<file path="src/rtl/dsb_pkg.sv">
package dsb_pkg;
  localparam int HALF_W = 16;
  localparam int WORD_W = 2 * HALF_W;
  localparam int MASK_W = WORD_W / 8;

  typedef enum logic [2:0] {
    ST_IDLE,
    ST_DLY,
    ST_ACT,
    ST_CMD,
    ST_LAT,
    ST_HOLD
  } seq_state_e;
endpackage

</file>
<file path="src/rtl/dsb_capture.sv">
module dsb_capture #(
  parameter int DRA_W = 10
) (
  input  logic             clk,
  input  logic             rst_n,
  input  logic [1:0]       row_stb_n,
  input  logic             col_hi_n,
  input  logic             col_lo_n,
  input  logic             dma_we_n,
  input  logic [DRA_W-1:0] dma_addr,
  input  logic             idle,
  output logic             start,
  output logic             strobes_idle,
  output logic [DRA_W-1:0] row_q,
  output logic [DRA_W-1:0] col_q,
  output logic             bank_q,
  output logic             wr_q,
  output logic [1:0]       bmask_q
);
  logic             row_act, col_act;
  logic             row_seen_q, col_seen_q;
  logic             row_new;
  logic [DRA_W-1:0] row_d, col_d;
  logic             bank_d, wr_d;
  logic [1:0]       bmask_d;

  assign row_act      = ~&row_stb_n;
  assign col_act      = ~(col_hi_n & col_lo_n);
  assign row_new      = row_act & ~row_seen_q;
  assign start        = col_act & ~col_seen_q & row_seen_q & idle;
  assign strobes_idle = ~row_act & ~col_act;

  always_comb begin
    row_d   = row_q;
    bank_d  = bank_q;
    col_d   = col_q;
    wr_d    = wr_q;
    bmask_d = bmask_q;
    if (row_new) begin
      row_d  = dma_addr;
      bank_d = row_stb_n[0];
    end
    if (start) begin
      col_d   = dma_addr;
      wr_d    = ~dma_we_n;
      bmask_d = {col_hi_n, col_lo_n};
    end
  end

  always_ff @(posedge clk or negedge rst_n) begin
    if (!rst_n) begin
      row_seen_q <= 1'b0;
      col_seen_q <= 1'b0;
      row_q      <= '0;
      col_q      <= '0;
      bank_q     <= 1'b0;
      wr_q       <= 1'b0;
      bmask_q    <= 2'b11;
    end else begin
      row_seen_q <= row_act;
      col_seen_q <= col_act;
      row_q      <= row_d;
      col_q      <= col_d;
      bank_q     <= bank_d;
      wr_q       <= wr_d;
      bmask_q    <= bmask_d;
    end
  end
endmodule

</file>
<file path="src/rtl/dsb_seq.sv">
module dsb_seq
  import dsb_pkg::*;
#(
  parameter int CAS_LAT = 2
) (
  input  logic clk,
  input  logic rst_n,
  input  logic start,
  input  logic strobes_idle,
  input  logic wr_q,
  output logic idle,
  output logic act,
  output logic cmd,
  output logic rd,
  output logic wr,
  output logic rd_cap
);
  localparam int CNT_W = $clog2(CAS_LAT + 1);

  seq_state_e       st_q, st_d;
  logic [CNT_W-1:0] cnt_q, cnt_d;

  always_comb begin
    st_d  = st_q;
    cnt_d = cnt_q;
    case (st_q)
      ST_IDLE: if (start) st_d = ST_DLY;
      ST_DLY:  st_d = ST_ACT;
      ST_ACT:  st_d = ST_CMD;
      ST_CMD: begin
        if (wr_q) begin
          st_d = ST_HOLD;
        end else begin
          st_d  = ST_LAT;
          cnt_d = CNT_W'(CAS_LAT - 1);
        end
      end
      ST_LAT: begin
        if (cnt_q == '0) st_d = ST_HOLD;
        else cnt_d = cnt_q - 1'b1;
      end
      ST_HOLD: if (strobes_idle) st_d = ST_IDLE;
      default: st_d = ST_IDLE;
    endcase
  end

  always_ff @(posedge clk or negedge rst_n) begin
    if (!rst_n) begin
      st_q  <= ST_IDLE;
      cnt_q <= '0;
    end else begin
      st_q  <= st_d;
      cnt_q <= cnt_d;
    end
  end

  assign idle   = (st_q == ST_IDLE);
  assign act    = (st_q == ST_ACT);
  assign cmd    = (st_q == ST_CMD);
  assign rd     = cmd & ~wr_q;
  assign wr     = cmd & wr_q;
  assign rd_cap = (st_q == ST_LAT) && (cnt_q == '0);
endmodule

</file>
<file path="src/rtl/dsb_datapath.sv">
module dsb_datapath
  import dsb_pkg::*;
(
  input  logic              clk,
  input  logic              rst_n,
  input  logic              cmd,
  input  logic              wr,
  input  logic              rd_cap,
  input  logic              busy,
  input  logic              phase1,
  input  logic              col0,
  input  logic              wr_q,
  input  logic [1:0]        bmask_q,
  input  logic [HALF_W-1:0] chip_wdata,
  input  logic [WORD_W-1:0] sd_dq_in,
  output logic [MASK_W-1:0] sd_dqm,
  output logic [WORD_W-1:0] sd_wdata,
  output logic [HALF_W-1:0] dma_rdata,
  output logic              rd_valid,
  output logic              bridge_en,
  output logic              bridge_dir
);
  logic [HALF_W-1:0] rdata_q, rdata_d;
  logic              valid_q, valid_d;
  logic              ph_q;

  always_comb begin
    rdata_d = rdata_q;
    valid_d = valid_q;
    if (rd_cap) begin
      rdata_d = col0 ? sd_dq_in[HALF_W-1:0] : sd_dq_in[WORD_W-1:HALF_W];
      valid_d = 1'b1;
    end else if (phase1 && !ph_q) begin
      valid_d = 1'b0;
    end
  end

  always_ff @(posedge clk or negedge rst_n) begin
    if (!rst_n) begin
      rdata_q <= '0;
      valid_q <= 1'b0;
      ph_q    <= 1'b0;
    end else begin
      rdata_q <= rdata_d;
      valid_q <= valid_d;
      ph_q    <= phase1;
    end
  end

  always_comb begin
    if (!cmd)      sd_dqm = '1;
    else if (col0) sd_dqm = {2'b11, bmask_q};
    else           sd_dqm = {bmask_q, 2'b11};
  end

  assign sd_wdata   = wr ? {chip_wdata, chip_wdata} : '0;
  assign dma_rdata  = rdata_q;
  assign rd_valid   = valid_q;
  assign bridge_en  = busy & col0;
  assign bridge_dir = busy & col0 & wr_q;
endmodule

</file>
<file path="src/rtl/dma_sdram_bridge.sv">
module dma_sdram_bridge
  import dsb_pkg::*;
#(
  parameter int DRA_W   = 10,
  parameter int CAS_LAT = 2
) (
  input  logic              clk,
  input  logic              rst_n,
  input  logic [1:0]        row_stb_n,
  input  logic              col_hi_n,
  input  logic              col_lo_n,
  input  logic              dma_we_n,
  input  logic [DRA_W-1:0]  dma_addr,
  input  logic              phase1,
  input  logic [HALF_W-1:0] chip_wdata,
  input  logic [WORD_W-1:0] sd_dq_in,
  input  logic              cpu_req,
  output logic              sd_act,
  output logic              sd_rd,
  output logic              sd_wr,
  output logic              sd_ba,
  output logic [DRA_W:0]    sd_addr,
  output logic [MASK_W-1:0] sd_dqm,
  output logic [WORD_W-1:0] sd_wdata,
  output logic [HALF_W-1:0] dma_rdata,
  output logic              rd_valid,
  output logic              half_lo,
  output logic              bridge_en,
  output logic              bridge_dir,
  output logic              cpu_gnt,
  output logic              dma_busy
);
  logic             start, strobes_idle, idle;
  logic             act, cmd, rd, wr, rd_cap;
  logic [DRA_W-1:0] row_q, col_q;
  logic             bank_q, wr_q;
  logic [1:0]       bmask_q;
  logic             gnt_q, gnt_d;

  dsb_capture #(.DRA_W(DRA_W)) cap_i (
    .clk(clk), .rst_n(rst_n), .row_stb_n(row_stb_n), .col_hi_n(col_hi_n),
    .col_lo_n(col_lo_n), .dma_we_n(dma_we_n), .dma_addr(dma_addr),
    .idle(idle), .start(start), .strobes_idle(strobes_idle),
    .row_q(row_q), .col_q(col_q), .bank_q(bank_q), .wr_q(wr_q),
    .bmask_q(bmask_q)
  );

  dsb_seq #(.CAS_LAT(CAS_LAT)) seq_i (
    .clk(clk), .rst_n(rst_n), .start(start), .strobes_idle(strobes_idle),
    .wr_q(wr_q), .idle(idle), .act(act), .cmd(cmd), .rd(rd), .wr(wr),
    .rd_cap(rd_cap)
  );

  dsb_datapath dp_i (
    .clk(clk), .rst_n(rst_n), .cmd(cmd), .wr(wr), .rd_cap(rd_cap),
    .busy(~idle), .phase1(phase1), .col0(col_q[0]), .wr_q(wr_q),
    .bmask_q(bmask_q), .chip_wdata(chip_wdata), .sd_dq_in(sd_dq_in),
    .sd_dqm(sd_dqm), .sd_wdata(sd_wdata), .dma_rdata(dma_rdata),
    .rd_valid(rd_valid), .bridge_en(bridge_en), .bridge_dir(bridge_dir)
  );

  always_comb begin
    if (act)      sd_addr = {1'b0, row_q};
    else if (cmd) sd_addr = {1'b1, 1'b0, col_q[DRA_W-1:1]};
    else          sd_addr = '0;
  end

  assign gnt_d = cpu_req & strobes_idle & idle;

  always_ff @(posedge clk or negedge rst_n) begin
    if (!rst_n) gnt_q <= 1'b0;
    else        gnt_q <= gnt_d;
  end

  assign sd_act   = act;
  assign sd_rd    = rd;
  assign sd_wr    = wr;
  assign sd_ba    = bank_q;
  assign half_lo  = col_q[0];
  assign cpu_gnt  = gnt_q;
  assign dma_busy = ~idle;
endmodule

</file>
<file path="config.mk">
export PLATFORM = sky130hd
export DESIGN_NAME = dma_sdram_bridge
export DESIGN_NICKNAME = d
export VERILOG_FILES = /design/src/rtl/dsb_pkg.sv /design/src/rtl/dsb_capture.sv /design/src/rtl/dsb_seq.sv /design/src/rtl/dsb_datapath.sv /design/src/rtl/dma_sdram_bridge.sv
export SDC_FILE = /design/constraint.sdc
export NUM_CORES = 1
export LEC_CHECK = 0
export ABC_AREA = 1
export ABC_CLOCK_PERIOD_IN_PS = 4100
export CAP_MARGIN = 20
export CORE_MARGIN = 2
export CORE_UTILIZATION = 43
export DETAILED_ROUTE_END_ITERATION = 10
export MAX_ROUTING_LAYER = met4
export PLACE_DENSITY = 0.87
export SLEW_MARGIN = 25
export SYNTH_ARGS = -nofsm -noshare
export SYNTH_HDL_FRONTEND = slang
export SYNTH_SLANG_ARGS = --single-unit
</file>
<file path="constraint.sdc">
create_clock -name clk -period 4.1 [get_ports clk]
set_clock_uncertainty 0.2 [all_clocks]
set_input_delay 0.41 -clock clk [delete_from_list [all_inputs] [get_ports clk]]
set_output_delay 0.41 -clock clk [all_outputs]
set_load 0.02 [all_outputs]
</file>
Word-level counts from Yosys, hierarchy flattened
Cells that the tools add are included.
{"block": "word_totals", "reg_bits": 50, "output_inout_bits": 73}
{"block": "op_classes", "n_mux": 16, "bitwise": 18, "eq_ne": 10, "addsub": 1, "reduce_logical": 11}
{"cell": "$mux W32", "n": 1}
{"cell": "$mux W11", "n": 2}
{"cell": "$pmux W3 S6", "n": 1}
{"cell": "$mux W16", "n": 1}
{"cell": "$and A1 B1 Y1", "n": 12}
{"cell": "$ne A2 B2 Y1 const B", "n": 5}
{"cell": "$mux W3", "n": 3}
{"cell": "$mux W4", "n": 2}
{"cell": "$eq A3 B2 Y1 const B", "n": 2}
{"cell": "$eq A3 B3 Y1 const B", "n": 2}
{"cell": "$not A1 Y1", "n": 6}
{"cell": "$reduce_and A3 Y1", "n": 2}
{"cell": "$mux W2", "n": 2}
{"cell": "$pmux W2 S2", "n": 1}
{"cell": "$reduce_bool A2 Y1", "n": 2}
{"cell": "$eq A3 B1 Y1 const B", "n": 1}
{"cell": "$logic_not A3 Y1", "n": 1}
{"cell": "$mux W1", "n": 3}
{"cell": "$logic_and A1 B1 Y1", "n": 2}
{"cell": "$logic_not A1 Y1", "n": 2}
{"cell": "$logic_not A2 Y1", "n": 1}
{"cell": "$reduce_and A2 Y1", "n": 1}
{"cell": "$sub A2 B1 Y2 const B", "n": 1}

Logic depth before layout (Yosys ltp)
{"block": "logic_depth", "ltp_word": 7, "mapped_depth": 8}

By module
A second synthesis with hierarchy kept.
{"block": "unflattened", "cells_unflattened": 402, "area_unflattened_um2": 2922.8}
{"mod": "dsb_datapath", "cells_each": 201, "n_inst": 1, "seq_area_each_um2": 450.4, "area_each_um2": 1273.7}
{"mod": "dsb_capture", "cells_each": 116, "n_inst": 1, "seq_area_each_um2": 653.1, "area_each_um2": 1111.1}
{"mod": "dsb_seq", "cells_each": 47, "n_inst": 1, "seq_area_each_um2": 125.1, "area_each_um2": 351.6}
{"mod": "dma_sdram_bridge", "cells_each": 38, "n_inst": 1, "seq_area_each_um2": 25.0, "area_each_um2": 186.4}

Worst setup path before layout
OpenSTA, ideal clock, no wires.
{"block": "synth_timing", "kind": "register to output", "from": "register seq_i.st_q[2]", "to": "output port sd_wdata[17]", "path_stages_with_launch": 7, "arrival_time_ps": 1540, "n_path_buf": 3, "slack_ps": 1950, "required_time_ps": 3490, "path_cell_list": "dfrtp_1 -> buf_2 -> inv_1 -> nand4_2 -> buf_2 -> nor2_1 -> buf_4"}
{"block": "synth_via", "elab_chain_len": 3}
{"item": "start, declared", "line_no": "dsb_seq.sv:20", "source": "seq_state_e st_q, st_d;"}
{"item": "start signal, assigned", "line_no": "dsb_seq.sv:52", "source": "st_q <= st_d;"}
{"item": "$eq A3 B2 Y1", "line_no": "dsb_seq.sv:59", "source": "assign cmd = (st_q == ST_CMD);"}
{"item": "$and A1 B1 Y1", "line_no": "dsb_seq.sv:61", "source": "assign wr = cmd & wr_q;"}
{"item": "$mux W32", "line_no": "dsb_datapath.sv:56", "source": "assign sd_wdata = wr ? {chip_wdata, chip_wdata} : '0;"}
{"item": "end, declared", "line_no": "dma_sdram_bridge.sv:24", "source": "output logic [WORD_W-1:0] sd_wdata,"}
No other way between the ends.

Worst setup path in the final report
{"block": "layout_timing", "from": "register cap_i.col_q[0]", "to": "output port bridge_dir"}
{"block": "layout_via", "elab_chain_len": 2}
{"item": "start, declared", "line_no": "dsb_capture.sv:15", "source": "output logic [DRA_W-1:0] col_q,"}
{"item": "start signal, assigned", "line_no": "dsb_capture.sv:63", "source": "col_q <= col_d;"}
{"item": "$and A1 B1 Y1 (2 in series)", "line_no": "dsb_datapath.sv:60", "source": "assign bridge_dir = busy & col0 & wr_q;"}
{"item": "end, declared", "line_no": "dma_sdram_bridge.sv:29", "source": "output logic bridge_dir,"}
No other way between the ends.

==> metrics.md <==
| Metric | Value |
|---|---|
| Outcome | completed |
| Ratio of final minimum period to clock period | 77.4% |
| Total track usage | 22.0% |
| Switching Power | 1020 µW |
| CP max FO | 21 |
| Core ar. | 0.00592 mm² |
| First-pass GRT wire length | 10.9 mm |
| Antenna Violating Nets Remaining | 0 |
| Post-CTS resize count | 0 |
| CP arrival | 2.56 ns |
| Maximum VDD drop | 0.412 mV |
| Largest net degree at the start of global routing | 51 |
| # diodes | 0 |
| Final setup viols | 0 |
| Comb pwr share | 51.3% |
| Kind of critical path | register to primary output |
| Hold/Removal Path Class | register to register |
| Crit. End Element | primary output |
| Drt first pass iters | 4 |
| Setup ws final | 0.927 ns |
| Starting Density | 44.6% |
| Cell variety after synth | 26 |
| Fillers | 474 |
| Worst-margin pin slew | 0.683 ns |
| Tmin final | 3.17 ns |
| Die extent in y | 82.4 µm |
| Via-to-Cell Ratio | 4.82 |
| Die Area | 0.00679 mm² |
| Hold endpoint | cap_i.bmask_q[1] |
| DRT Wirelength | 7.29 mm |
| Leakage | 0.00194 µW |
| Syn_nets | 385 |
| Sequential Area | 0.00125 mm² |
| Worst r2r dst | dp_i.dma_rdata[5] |
| # nets final | 503 |
| Sw frac | 41.4% |
| Post-Route Setup TNS | 0 ns |
| Vias in the first global route | 2405 |
| Cell area after synthesis | 0.00264 mm² |
| I/O pins | 140 |
| Synth warn | 0 |
| Share of the synthesized area in the top cell type | 45.5% |
| CP required | 3.49 ns |
| Synthesis-to-finish area growth | 52.8% |
| Part of the power in the clock network | 14.5% |
| Reg2Reg Depth | 4 |
| CTS tree | yes |
| Seq cells post-synth | 50 |
| Rel. slew slack | 54.5% |
| Root buf cell | clkbuf_8 |
| Pwr/cell area | 611 mW/mm² |
| Most frequent cells in the layout | 138 x clkdlybuf4s50_1, 75 x nand2_1, 48 x dfrtp_1, 46 x inv_1, 24 x nor2_1 |
| Sink Count | 50 |
| Post-synthesis cell count | 317 |
| Total of max-cap violations | 0 |
| Row cnt | 28 |
| Slew Viols, Final | 0 |
| CTS Hold Bufs | 1 |
| Fmax | 315 MHz |
| Multi-input logic area | 987 µm² |
| Post-CTS setup buffer count | 0 |
| Layout cell share with drive strength beyond 1 | 8.72% |
| Min-Delay Path Depth | 2 |
| Seq/Total Area, Yosys | 47.5% |
| CTS Buf Count | 5 |
| Top cells by area in the synthesized netlist | dfrtp_1 45%, nand2_1 11%, inv_1 6.5% |
| WL per Instance | 14.3 µm |
| Die Width | 82.4 µm |
| Flop-to-flop setup slack | 1.98 ns |
| P_int | 1440 µW |
| Most common cell after layout, fill and taps aside | clkdlybuf4s50_1 |
| Final core utilization | 68.2% |
| Buffers added on ports | 139 |
| GR Overflow Total | 0 |
| Hold Fails Final Rpt | 0 |
| HPWL after detailed placement | 5.49 mm |
| Unrepaired setup endpoints after global routing | no |
| GPL Wtd Cong | 0.828 |
| Worst-path clk slew | 0.10 ns |
| Reg2Reg Launch Point | cap_i.col_q[0] |
| Pre-CTS setup slack | 1.28 ns |
| Initial DRC count | 125 |
| Reg power frac | 34.2% |
| CTS H-tree lvls | 2 |
| Startpoint class of the critical path | register |
| Initial antenna violation count | 0 |
| Syn_area_per_cell | 8.33 µm² |
| Vias | 2462 |
| DRC | 0 |
| Worst hold start | cap_i.bmask_q[1] |
| Area leader, netlist | dfrtp_1 |
| Worst-Skew Late Latency | 0.31 ns |
| Worst-case clock buffer depth | 2 |
[registers in the layout, indices dropped and copies added (netlist names)]
signal,count
cap_i.bank_q,1
cap_i.bmask_q,2
cap_i.col_q,10
cap_i.col_seen_q,1
cap_i.row_q,10
cap_i.row_seen_q,1
cap_i.wr_q,1
cpu_gnt,1
dp_i.dma_rdata,16
dp_i.ph_q,1
dp_i.rd_valid,1
seq_i.cnt_q,2
seq_i.st_q,3
[stage by stage]
step           hold WS, ns  std cells  total power [µW]  area, µm²
6_report             0.272        511              2470       4040
5_1_grt              0.301        511              2630       4040
4_1_cts              0.275        511              2480       4040
3_5_place_dp         0.256        502              2120       3910
3_3_place_gp         0.256        502              2070       3910
2_1_floorplan      -0.0856        317              1580       2640
[power groups by stage]
| stage | combinational (µW) | clock (µW) | sequential, µW |
|---|---|---|---|
| floorplan | 671 | 0 | 906 |
| global placement | 1240 | 0 | 835 |
| detailed placement | 1270 | 0 | 848 |
| CTS | 1280 | 364 | 840 |
| global route | 1380 | 382 | 864 |
| finish | 1270 | 357 | 842 |
[metal layers]
metal / track usage [%] / wire (µm)
met5: - / 0
met4: 10.3 / 133
met3: 5.00 / 587
met2: 36.2 / 3740
met1: 25.4 / 2830
[worst max-delay path, cell delays in order (launching register included)]
cell	delay (ns)
dfrtp_1	0.79
inv_1	0.43
nor3_1	0.37
clkdlybuf4s50_1	0.66
[worst max-delay path by stage]
stage,startpoint,endpoint,cells after the start
6_report,cap_i.col_q[0],bridge_dir,3
5_1_grt,cap_i.col_q[0],bridge_dir,3
4_1_cts,cap_i.col_q[0],bridge_dir,3
3_5_place_dp,cap_i.col_q[0],bridge_dir,3
3_3_place_gp,cap_i.col_q[0],bridge_dir,3
2_1_floorplan,seq_i.st_q[2],sd_wdata[17],6
[cells in the mapped netlist, drive strengths merged]
master,n
dfrtp,48
nand4,1
o211ai,16
o21ai,27
nor3,1
or2,17
nand3,11
buf,25
clkbuf,4
dfstp,2
nor2,28
a22o,9
o21a,1
nand2,78
ha,1
inv,48
[cells by family after synthesis]
logic type | Yosys count | synth area share [%]
AND/OR/NAND/NOR | 136 | 24.0
buffers and inverters | 77 | 15.2
AO/OA/AOI/OAI | 53 | 12.9
flip-flops | 50 | 47.5
adder cells (fa/ha/maj) | 1 | 0.474
[area by class of cell]
cell class,count,share of cell area (%)
Sequential cell,50,31.1
Timing Repair Buffer,140,34.7
Clock inverter,3,1.18
Inverter,48,4.59
Clock buffer,5,1.71
Tap cell,75,2.33
Multi-Input combinational cell,190,24.5
Power figures use the tool's default switching activity.
